[src/rtl/keystream_gen.sv]
module keystream_gen #(
  parameter int KEY_W    = 64,
  parameter int FRAME_W  = 22,
  parameter int WARM_CYC = 100
) (
  input  logic               clk,
  input  logic               rst_n,
  input  logic               start,
  input  logic [KEY_W-1:0]   key,
  input  logic [FRAME_W-1:0] frame,
  input  logic               ks_en,
  output logic               ks_bit,
  output logic               ks_valid
);
  localparam int CNT_W = $clog2(KEY_W + FRAME_W + WARM_CYC);

  typedef enum logic [2:0] {P_IDLE, P_KEY, P_FRAME, P_WARM, P_RUN} phase_t;

  phase_t             phase;
  logic [CNT_W-1:0]   cnt;
  logic [KEY_W-1:0]   key_q;
  logic [FRAME_W-1:0] frm_q;
  logic [18:0]        r1;
  logic [21:0]        r2;
  logic [22:0]        r3;

  wire c1  = r1[8];
  wire c2  = r2[10];
  wire c3  = r3[10];
  wire maj = (c1 & c2) | (c1 & c3) | (c2 & c3);

  wire regular = (phase == P_KEY) || (phase == P_FRAME);
  wire voting  = (phase == P_WARM) || ((phase == P_RUN) && ks_en);
  wire inbit   = (phase == P_KEY) ? key_q[0] : (phase == P_FRAME) ? frm_q[0] : 1'b0;

  wire s1 = regular | (voting & (c1 == maj));
  wire s2 = regular | (voting & (c2 == maj));
  wire s3 = regular | (voting & (c3 == maj));

  wire fb1 = r1[18] ^ r1[17] ^ r1[16] ^ r1[13];
  wire fb2 = r2[21] ^ r2[20];
  wire fb3 = r3[22] ^ r3[21] ^ r3[20] ^ r3[7];

  assign ks_bit   = r1[18] ^ r2[21] ^ r3[22];
  assign ks_valid = (phase == P_RUN);

  always_ff @(posedge clk or negedge rst_n) begin
    if (!rst_n) begin
      phase <= P_IDLE;
      cnt   <= '0;
      key_q <= '0;
      frm_q <= '0;
      r1    <= '0;
      r2    <= '0;
      r3    <= '0;
    end else if (start) begin
      phase <= P_KEY;
      cnt   <= '0;
      key_q <= key;
      frm_q <= frame;
      r1    <= '0;
      r2    <= '0;
      r3    <= '0;
    end else begin
      if (s1) r1 <= {r1[17:0], fb1 ^ inbit};
      if (s2) r2 <= {r2[20:0], fb2 ^ inbit};
      if (s3) r3 <= {r3[21:0], fb3 ^ inbit};
      unique case (phase)
        P_KEY: begin
          key_q <= key_q >> 1;
          if (cnt == CNT_W'(KEY_W - 1)) begin phase <= P_FRAME; cnt <= '0; end
          else cnt <= cnt + 1'b1;
        end
        P_FRAME: begin
          frm_q <= frm_q >> 1;
          if (cnt == CNT_W'(FRAME_W - 1)) begin phase <= P_WARM; cnt <= '0; end
          else cnt <= cnt + 1'b1;
        end
        P_WARM: begin
          if (cnt == CNT_W'(WARM_CYC - 1)) begin phase <= P_RUN; cnt <= '0; end
          else cnt <= cnt + 1'b1;
        end
        default: ;
      endcase
    end
  end

  AST_MAJ_TWO_STEP: assert property (@(posedge clk) disable iff (!rst_n)
    voting |-> ($countones({s1, s2, s3}) >= 2)) else $error("majority");
  AST_FREEZE: assert property (@(posedge clk) disable iff (!rst_n)
    (ks_valid && !ks_en && !start) |=> ($stable(r1) && $stable(r2) && $stable(r3) && $stable(ks_bit))) else $error("freeze");
  AST_RESTART: assert property (@(posedge clk) disable iff (!rst_n)
    start |=> (!ks_valid && phase == P_KEY)) else $error("restart");
  AST_KEY_TO_FRAME: assert property (@(posedge clk) disable iff (!rst_n)
    (phase == P_KEY && cnt == CNT_W'(KEY_W - 1) && !start) |=> (phase == P_FRAME)) else $error("key");
  AST_VALID_AFTER_WARM: assert property (@(posedge clk) disable iff (!rst_n)
    $rose(ks_valid) |-> ($past(phase) == P_WARM)) else $error("warm");
endmodule

[config.mk]
export PLATFORM = sky130hd
export DESIGN_NAME = keystream_gen
export DESIGN_NICKNAME = d
export VERILOG_FILES = /design/src/rtl/keystream_gen.sv
export SDC_FILE = /design/constraint.sdc
export NUM_CORES = 1
export LEC_CHECK = 0
export CORE_UTILIZATION = 65
export CTS_BUF_LIST = sky130_fd_sc_hd__clkbuf_4
export DETAILED_ROUTE_END_ITERATION = 7
export DONT_BUFFER_PORTS = 1
export HOLD_SLACK_MARGIN = 0.02
export PLACE_DENSITY = 0.81
export SLEW_MARGIN = 15
export SYNTH_ARGS = -nofsm -noshare
export SYNTH_HDL_FRONTEND = slang
export SYNTH_SLANG_ARGS = --single-unit
[constraint.sdc]
create_clock -name clk -period 3.2 [get_ports clk]
set_input_delay 0.64 -clock clk [delete_from_list [all_inputs] [get_ports clk]]
set_output_delay 0.64 -clock clk [all_outputs]
set_load 0.01 [all_outputs]
==> results.md, run 1 <==
* GRT Total Usage at 22.7%
* Most frequent cells in the layout: dfrtp_1, nand2_1, o21ai_0, mux2i_1, nor2b_1
* Yosys Warn Count at 0
* Num CTS Buffers at 17
* Setup TNS at 0 ns
* Largest net degree at the start of global routing at 243
* Async S/R FF share, synth at 100%
* Yosys top cell by area: dfrtp_1
* Post-synthesis cell count at 684
* Leak pwr at 0.00395 uW
* Chip width at 111 microns
* Slew headroom at 50.1%
* Clock sink total at 161
* Final Hold Viols at 161
* Syn_nets at 776
* Final HPWL DP at 8.18 mm
* Required time worst endpoint at 3.62 ns
* Nets at 755
* Worst path max stage delay at 0.60 ns
* Post-Synthesis Cell Area at 7720 sq um
* #FFs+latches synth at 161
* Post-synth top area share at 52.2%
* DRC at 20
* Startpoint Class: register
* Vias in the first global route at 4,693
* Power per cell area at 423 nW/um^2
* Starting Density at 67.0%
* Worst EP arrival at 2.62 ns
* Slowest CP cell: o21ai_4
* Syn Area/Cell at 11.3 sq um
* DR vias at 4,707
* WL final at 12.7 mm
* Largest cells by area after synthesis: dfrtp_1, mux2i_1, mux2_2, o21ai_0, nor2b_1
* Clk root buf: clkbuf_4
* FF-to-FF End: r1[4]
* Ys flop type: dfrtp_1
* Clock transition at the registers of the reported paths at 0.13 ns
* Post-synth cell types at 48
* Sequential share of the synthesized area at 52.2%
* CP cell instances: inv_2, nor3_4, a21oi_2, o21ai_4, mux2_2
* Via/cell ratio at 5.75
* Cts repair resizes at 0
* Area grow syn2layout at 2.56%
* Initial antenna violation count at 0
* Kind of critical path: register to register
* Final setup fails at 0
* Port buffer count at 0
* Peak VDD IR at 0.434 mV
* Fmax at 455 MHz
* Row count at 39
* Gp weighted congestion at 0.848
* Antenna viol nets, final at 0
* Crit path time final at 2.20 ns
* Inserted Diodes at 0
* Most common cell after layout, fill and taps aside: dfrtp_1
* Core region area at 11,500 sq um
* Total design power at 3350 uW
* 1st-pass router iterations at 8
* Final Cycle Share at 68.7%
* IO Count at 92
* Outcome: finished, violations left
* CTS tree: built
* EDFF count, synth at 0
* Fillers at 859
* Die Span Y at 111 microns
* HP Class: input port to async pin
* Max Cap Violations at 0
* First-pass GRT wire length at 22.3 mm
* Fin Hold WS at -0.216 ns
* RSZ-0062 raised after global routing: no
* Pins over their slew limit at 0
* Gr ovfl total at 0
* WP buf/inv at 1
* Failing checks: design-rule violations, negative hold slack
* Setup Skew at 0.0127 ns
* Die area at 12,300 sq um
* Share of layout cells above drive strength 1 at 16.6%
* Avg WL per Cell at 15.6 microns
* Worst skew pair latency at 0.53 ns
* Element type at the critical path end: register
* Crit-path max FO at 19
* DR iter-0 viols at 365
* Setup Fix Bufs, Post-CTS at 0
* CP delay by family, top: compound AO/OA/AOI/OAI gates
* Reg-to-Reg Start: phase[2]
* CTS H-tree lvls at 4
* FF-to-FF path depth at 5
* R2R Setup Slk at 1.00 ns
* Worst slew pin tran at 0.746 ns
* Max Root-Sink Buffers at 2
-- layout make-up --
cell class / instances / area (sq um) / area share, %
sequential: 161 / 4030 / 50.9
multi-input combinational: 473 / 3420 / 43.2
tap: 143 / 179 / 2.26
clock buffer: 20 / 150 / 1.90
clock inverter: 12 / 68.8 / 0.870
timing repair buffer: 4 / 42.5 / 0.538
inverter: 6 / 22.5 / 0.285
-- state kept, by name, summed over array words and instances (netlist names) --
name   flops
cnt        8
frm_q     22
key_q     64
phase      3
r1        19
r2        22
r3        23
-- kinds of logic (layout without fill, tap and decap cells) --
family          count (synthesis)  count (layout)  share of synthesized area (%)
flops                         161             161                           52.2
compound gates                114             114                           8.85
xor+xnor                       14              14                           1.59
simple gates                  195             195                           12.8
fa+ha+maj                       2               2                          0.324
buf+inv                        50              42                           3.58
mux                           148             148                           20.7
-- layer usage --
layer	wire [microns]	part of all wire, %	GRT usage, %	vias up
li1	-	-	-	2315
met1	5910	46	31.8	2276
met2	5980	47	34.3	102
met3	689	5.4	5.90	14
met4	163	1.3	8.58	0
met5	0	0	0	-
-- power breakdown --
| group | leakage [uW] | switching, uW | internal, uW |
|---|---|---|---|
| Combinational | 0.00175 | 75.4 | 85.6 |
| Sequential | 0.00208 | 61.6 | 2140 |
| Clock | 0.000117 | 664 | 320 |
-- how the worst max path moves through the flow --
stage / from / to / slack [ns] / depth (start not counted)
after floorplan: start / key_q[3] / 1.36 / 5
after global placement: phase[2] / r1[0] / 1.12 / 5
after detailed placement: phase[2] / r1[4] / 1.02 / 5
after CTS: phase[2] / r1[4] / 0.99 / 5
after global routing: phase[2] / r1[0] / 0.87 / 5
final: phase[2] / r1[4] / 1.00 / 5
-- Yosys cell counts (2+ instances only) --
cell type and instances:
dfrtp_1 161, nand2_1 96, o21ai_0 91, mux2i_1 85, nor2b_1 60, mux2_2 54
clkbuf_1 27, nor2_1 13, xnor2_1 12, mux2_4 9, nand3_1 8, buf_4 6
buf_6 6, inv_1 5, a21oi_1 4, buf_2 4, nand2b_1 4, o311ai_2 3
a21oi_2 2, ha_1 2, nor3_4 2, o21ai_2 2, or2_2 2, xor2_1 2
-- through the flow --
stage / setup slack (ns) / area, sq um / utilization (%) / instances / hold WS [ns]
after floorplan: 1.36 / 7720 / - / 684 / 0.344
after global placement: 1.12 / 7690 / 66.8 / 787 / 0.348
after detailed placement: 1.02 / 7690 / 66.8 / 787 / 0.348
after CTS: 0.994 / 7910 / 68.7 / 819 / -0.263
after global routing: 0.869 / 7910 / 68.7 / 819 / -0.295
final: 1.00 / 7910 / 68.7 / 819 / -0.216
(Power assumes the default switching activity.)
==> inputs of run 2 (changes only) <==
--- a/config.mk
+++ b/config.mk
@@ -5,12 +5,12 @@
 export SDC_FILE = /design/constraint.sdc
 export NUM_CORES = 1
 export LEC_CHECK = 0
-export CORE_UTILIZATION = 65
+export CORE_UTILIZATION = 60
 export CTS_BUF_LIST = sky130_fd_sc_hd__clkbuf_4
 export DETAILED_ROUTE_END_ITERATION = 7
 export DONT_BUFFER_PORTS = 1
 export HOLD_SLACK_MARGIN = 0.02
-export PLACE_DENSITY = 0.81
+export PLACE_DENSITY = 0.79
 export SLEW_MARGIN = 15
 export SYNTH_ARGS = -nofsm -noshare
 export SYNTH_HDL_FRONTEND = slang
==> constraint.sdc (replaced) <==
create_clock -name clk -period 1.8 [get_ports clk]
set_input_delay 0.36 -clock clk [delete_from_list [all_inputs] [get_ports clk]]
set_output_delay 0.36 -clock clk [all_outputs]
set_load 0.01 [all_outputs]
==> run 2 against run 1 <==
The run ends with negative hold slack, negative setup slack left. Setup slack worse by 1.4 ns. Clock power up 100%. Via count up 42%. Global-route usage up 9.8 points. Maximum frequency down 0.76%. Non-clock buffer count up 214. Design area up 32%. Total power up 100%. Die area up 8.2%. Critical path type unchanged.
==> results.md, run 2 (synthesis results as in run 1) <==
* IO Count at 92 (unchanged)
* Hold-fix buffers, CTS at 162
* Final Cycle Share at 123% (was 68.7%)
* Avg WL per Cell at 25.8 microns (was 15.6 microns)
* Worst slew pin tran at 0.914 ns (was 0.746 ns)
* Largest regs: key_q (64), r3 (23) (unchanged)
* Num CTS Buffers at 17 (unchanged)
* Most common cell after layout, fill and taps aside: dlygate4sd3_1 (was dfrtp_1)
* Outcome: finished, violations left (unchanged)
* Final setup fails at 103 (was 0)
* Antenna viol nets, final at 0 (unchanged)
* Clock sink total at 161 (unchanged)
* Clk root buf: clkbuf_4 (unchanged)
* Most frequent cells in the layout: dlygate4sd3_1, dfrtp_1, nand2_1, mux2i_1, o21ai_0 (was dfrtp_1, nand2_1, o21ai_0, mux2i_1, nor2b_1)
* Pins over their slew limit at 0 (unchanged)
* Leak pwr at 0.00491 uW (was 0.00395 uW)
* Finished Core Util at 83.0% (was 68.7%)
* Fin Hold WS at -0.562 ns (was -0.216 ns)
* Total design power at 6830 uW (was 3350 uW)
* Power per cell area at 655 nW/um^2 (was 423 nW/um^2)
* CTS tree: built (unchanged)
* Reg-to-Reg Start: phase[0] (was phase[2])
* Startpoint Class: register (unchanged)
* Gr ovfl total at 0 (unchanged)
* First-pass GRT wire length at 32.1 mm (was 22.3 mm)
* Chip width at 115 microns (was 111 microns)
* Worst Setup SP: phase[0] (was phase[2])
* DRC at 0 (was 20)
* HP Class: input port to async pin (unchanged)
* Peak VDD IR at 0.505 mV (was 0.434 mV)
* Clock transition at the registers of the reported paths at 0.16 ns (was 0.13 ns)
* Max Root-Sink Buffers at 2 (unchanged)
* Kind of critical path: register to register (unchanged)
* Core region area at 12,600 sq um (was 11,500 sq um)
* Share of layout cells above drive strength 1 at 20.8% (was 16.6%)
* CTS H-tree lvls at 4 (unchanged)
* Die Span Y at 115 microns (was 111 microns)
* Initial antenna violation count at 7 (was 0)
* Port buffer count at 0 (unchanged)
* Largest register FFs at 64 (unchanged)
* Required time worst endpoint at 2.22 ns (was 3.62 ns)
* Max Cap Violations at 0 (unchanged)
* WL final at 27.6 mm (was 12.7 mm)
* Setup Skew at 0.0352 ns (was 0.0127 ns)
* Vias in the first global route at 6,305 (was 4,693)
* Starting Density at 61.4% (was 67.0%)
* RSZ-0062 raised after global routing: yes (was no)
* Row count at 41 (was 39)
* 1st-pass router iterations at 7 (was 8)
* Fmax at 451 MHz (was 455 MHz)
* Area grow syn2layout at 35.2% (was 2.56%)
* Post-route setup slack at -0.416 ns (was 1.00 ns)
* Largest net degree at the start of global routing at 162 (was 243)
* Slew headroom at 38.4% (was 50.1%)
* Worst skew pair latency at 0.60 ns (was 0.53 ns)
* Crit-path max FO at 22 (was 19)
* Element type at the critical path end: register (unchanged)
* DR vias at 6,702 (was 4,707)
* Die area at 13,300 sq um (was 12,300 sq um)
* Worst EP arrival at 2.63 ns (was 2.62 ns)
* Nets at 969 (was 755)
* Final HPWL DP at 8.50 mm (was 8.18 mm)
* GRT Total Usage at 32.5% (was 22.7%)
* Gp weighted congestion at 0.859 (was 0.848)
* Via/cell ratio at 6.28 (was 5.75)
* Reg with most FFs: key_q (unchanged)
* Failing checks: negative hold slack, negative setup slack (was design-rule violations, negative hold slack)
* DR iter-0 viols at 878 (was 365)
* Final Hold Viols at 161 (unchanged)
* Crit path time final at 2.22 ns (was 2.20 ns)
==> run 2: cell count changes in the layout (fill, tap and decap cells not counted), moves of 7 or more <==
cell	change
buf_4	+27
buf_6	+12
diode_2	+7
dlygate4sd3_1	+161
o21ai_0	-14
o21ai_1	+14
==> run 2: area by class of cell <==
type                    count  area (sq um)
diodes                      7          17.5
clock buffers              21           158
clock inverters             9          68.8
fillers                   540          2140
inverters                   6          22.5
multi-input cells         473          3600
flip-flops and latches    161          4040
well taps                 172           215
repair buffers            218          2310
==> run 2: through the flow <==
| step | setup slack [ns] | setup TNS (ns) | cell area (sq um) | std cells |
|---|---|---|---|---|
| after global placement | 0.00246 | 0 | 7930 | 836 |
| final | -0.416 | -6.79 | 10400 | 1067 |
| after floorplan | 0.0169 | 0 | 7720 | 684 |
| after CTS | -0.0458 | -0.0515 | 9910 | 1035 |
| after global routing | -0.574 | -10.52 | 10400 | 1064 |
| after detailed placement | -0.118 | -0.345 | 7930 | 836 |
==> run 2: repair_timing <==
action                                  4_1_cts  5_1_grt
gates resized for setup                      12       56
cloned                                        0        6
endpoints found under the setup margin       10      128
pin swaps                                     5       11
buffers inserted                              8       20
hold endpoints to repair                    252      161
==> run 2: final timing paths <==
check | to | slack, ns | cells after the start
min in group clk | r1[12] | 0.06 | 2
max in group asynchronous | r1[10] | 2.05 | 0
min reg2reg | r3[13] | 0.51 | 1
max | frm_q[13] | -0.42 | 6
min | frm_q[12] | -0.56 | 0
max reg2reg | frm_q[13] | -0.42 | 6
==> run 2: worst max-delay path: stages (launching register included) <==
cell	delay, ns
dfrtp_1	0.46
buf_6	0.16
nor3b_4	0.24
buf_4	0.17
buf_12	0.19
mux2i_1	0.10
o21ai_0	0.73
==> run 2: per-layer routing <==
layer	vias to the layer above	share of wire, %	global-route usage, %
li1	2743	-	-
met1	3229	35	36.4
met2	520	46	54.9
met3	208	10	8.59
met4	2	9.0	21.6
met5	-	0.19	0
==> run 2: where the power goes <==
| group | total [uW] | switching, uW | internal (uW) |
|---|---|---|---|
| logic | 828 | 394 | 434 |
| clock network | 2000 | 1300 | 706 |
| registers | 4000 | 189 | 3810 |
| total | 6830 | 1880 | 4950 |
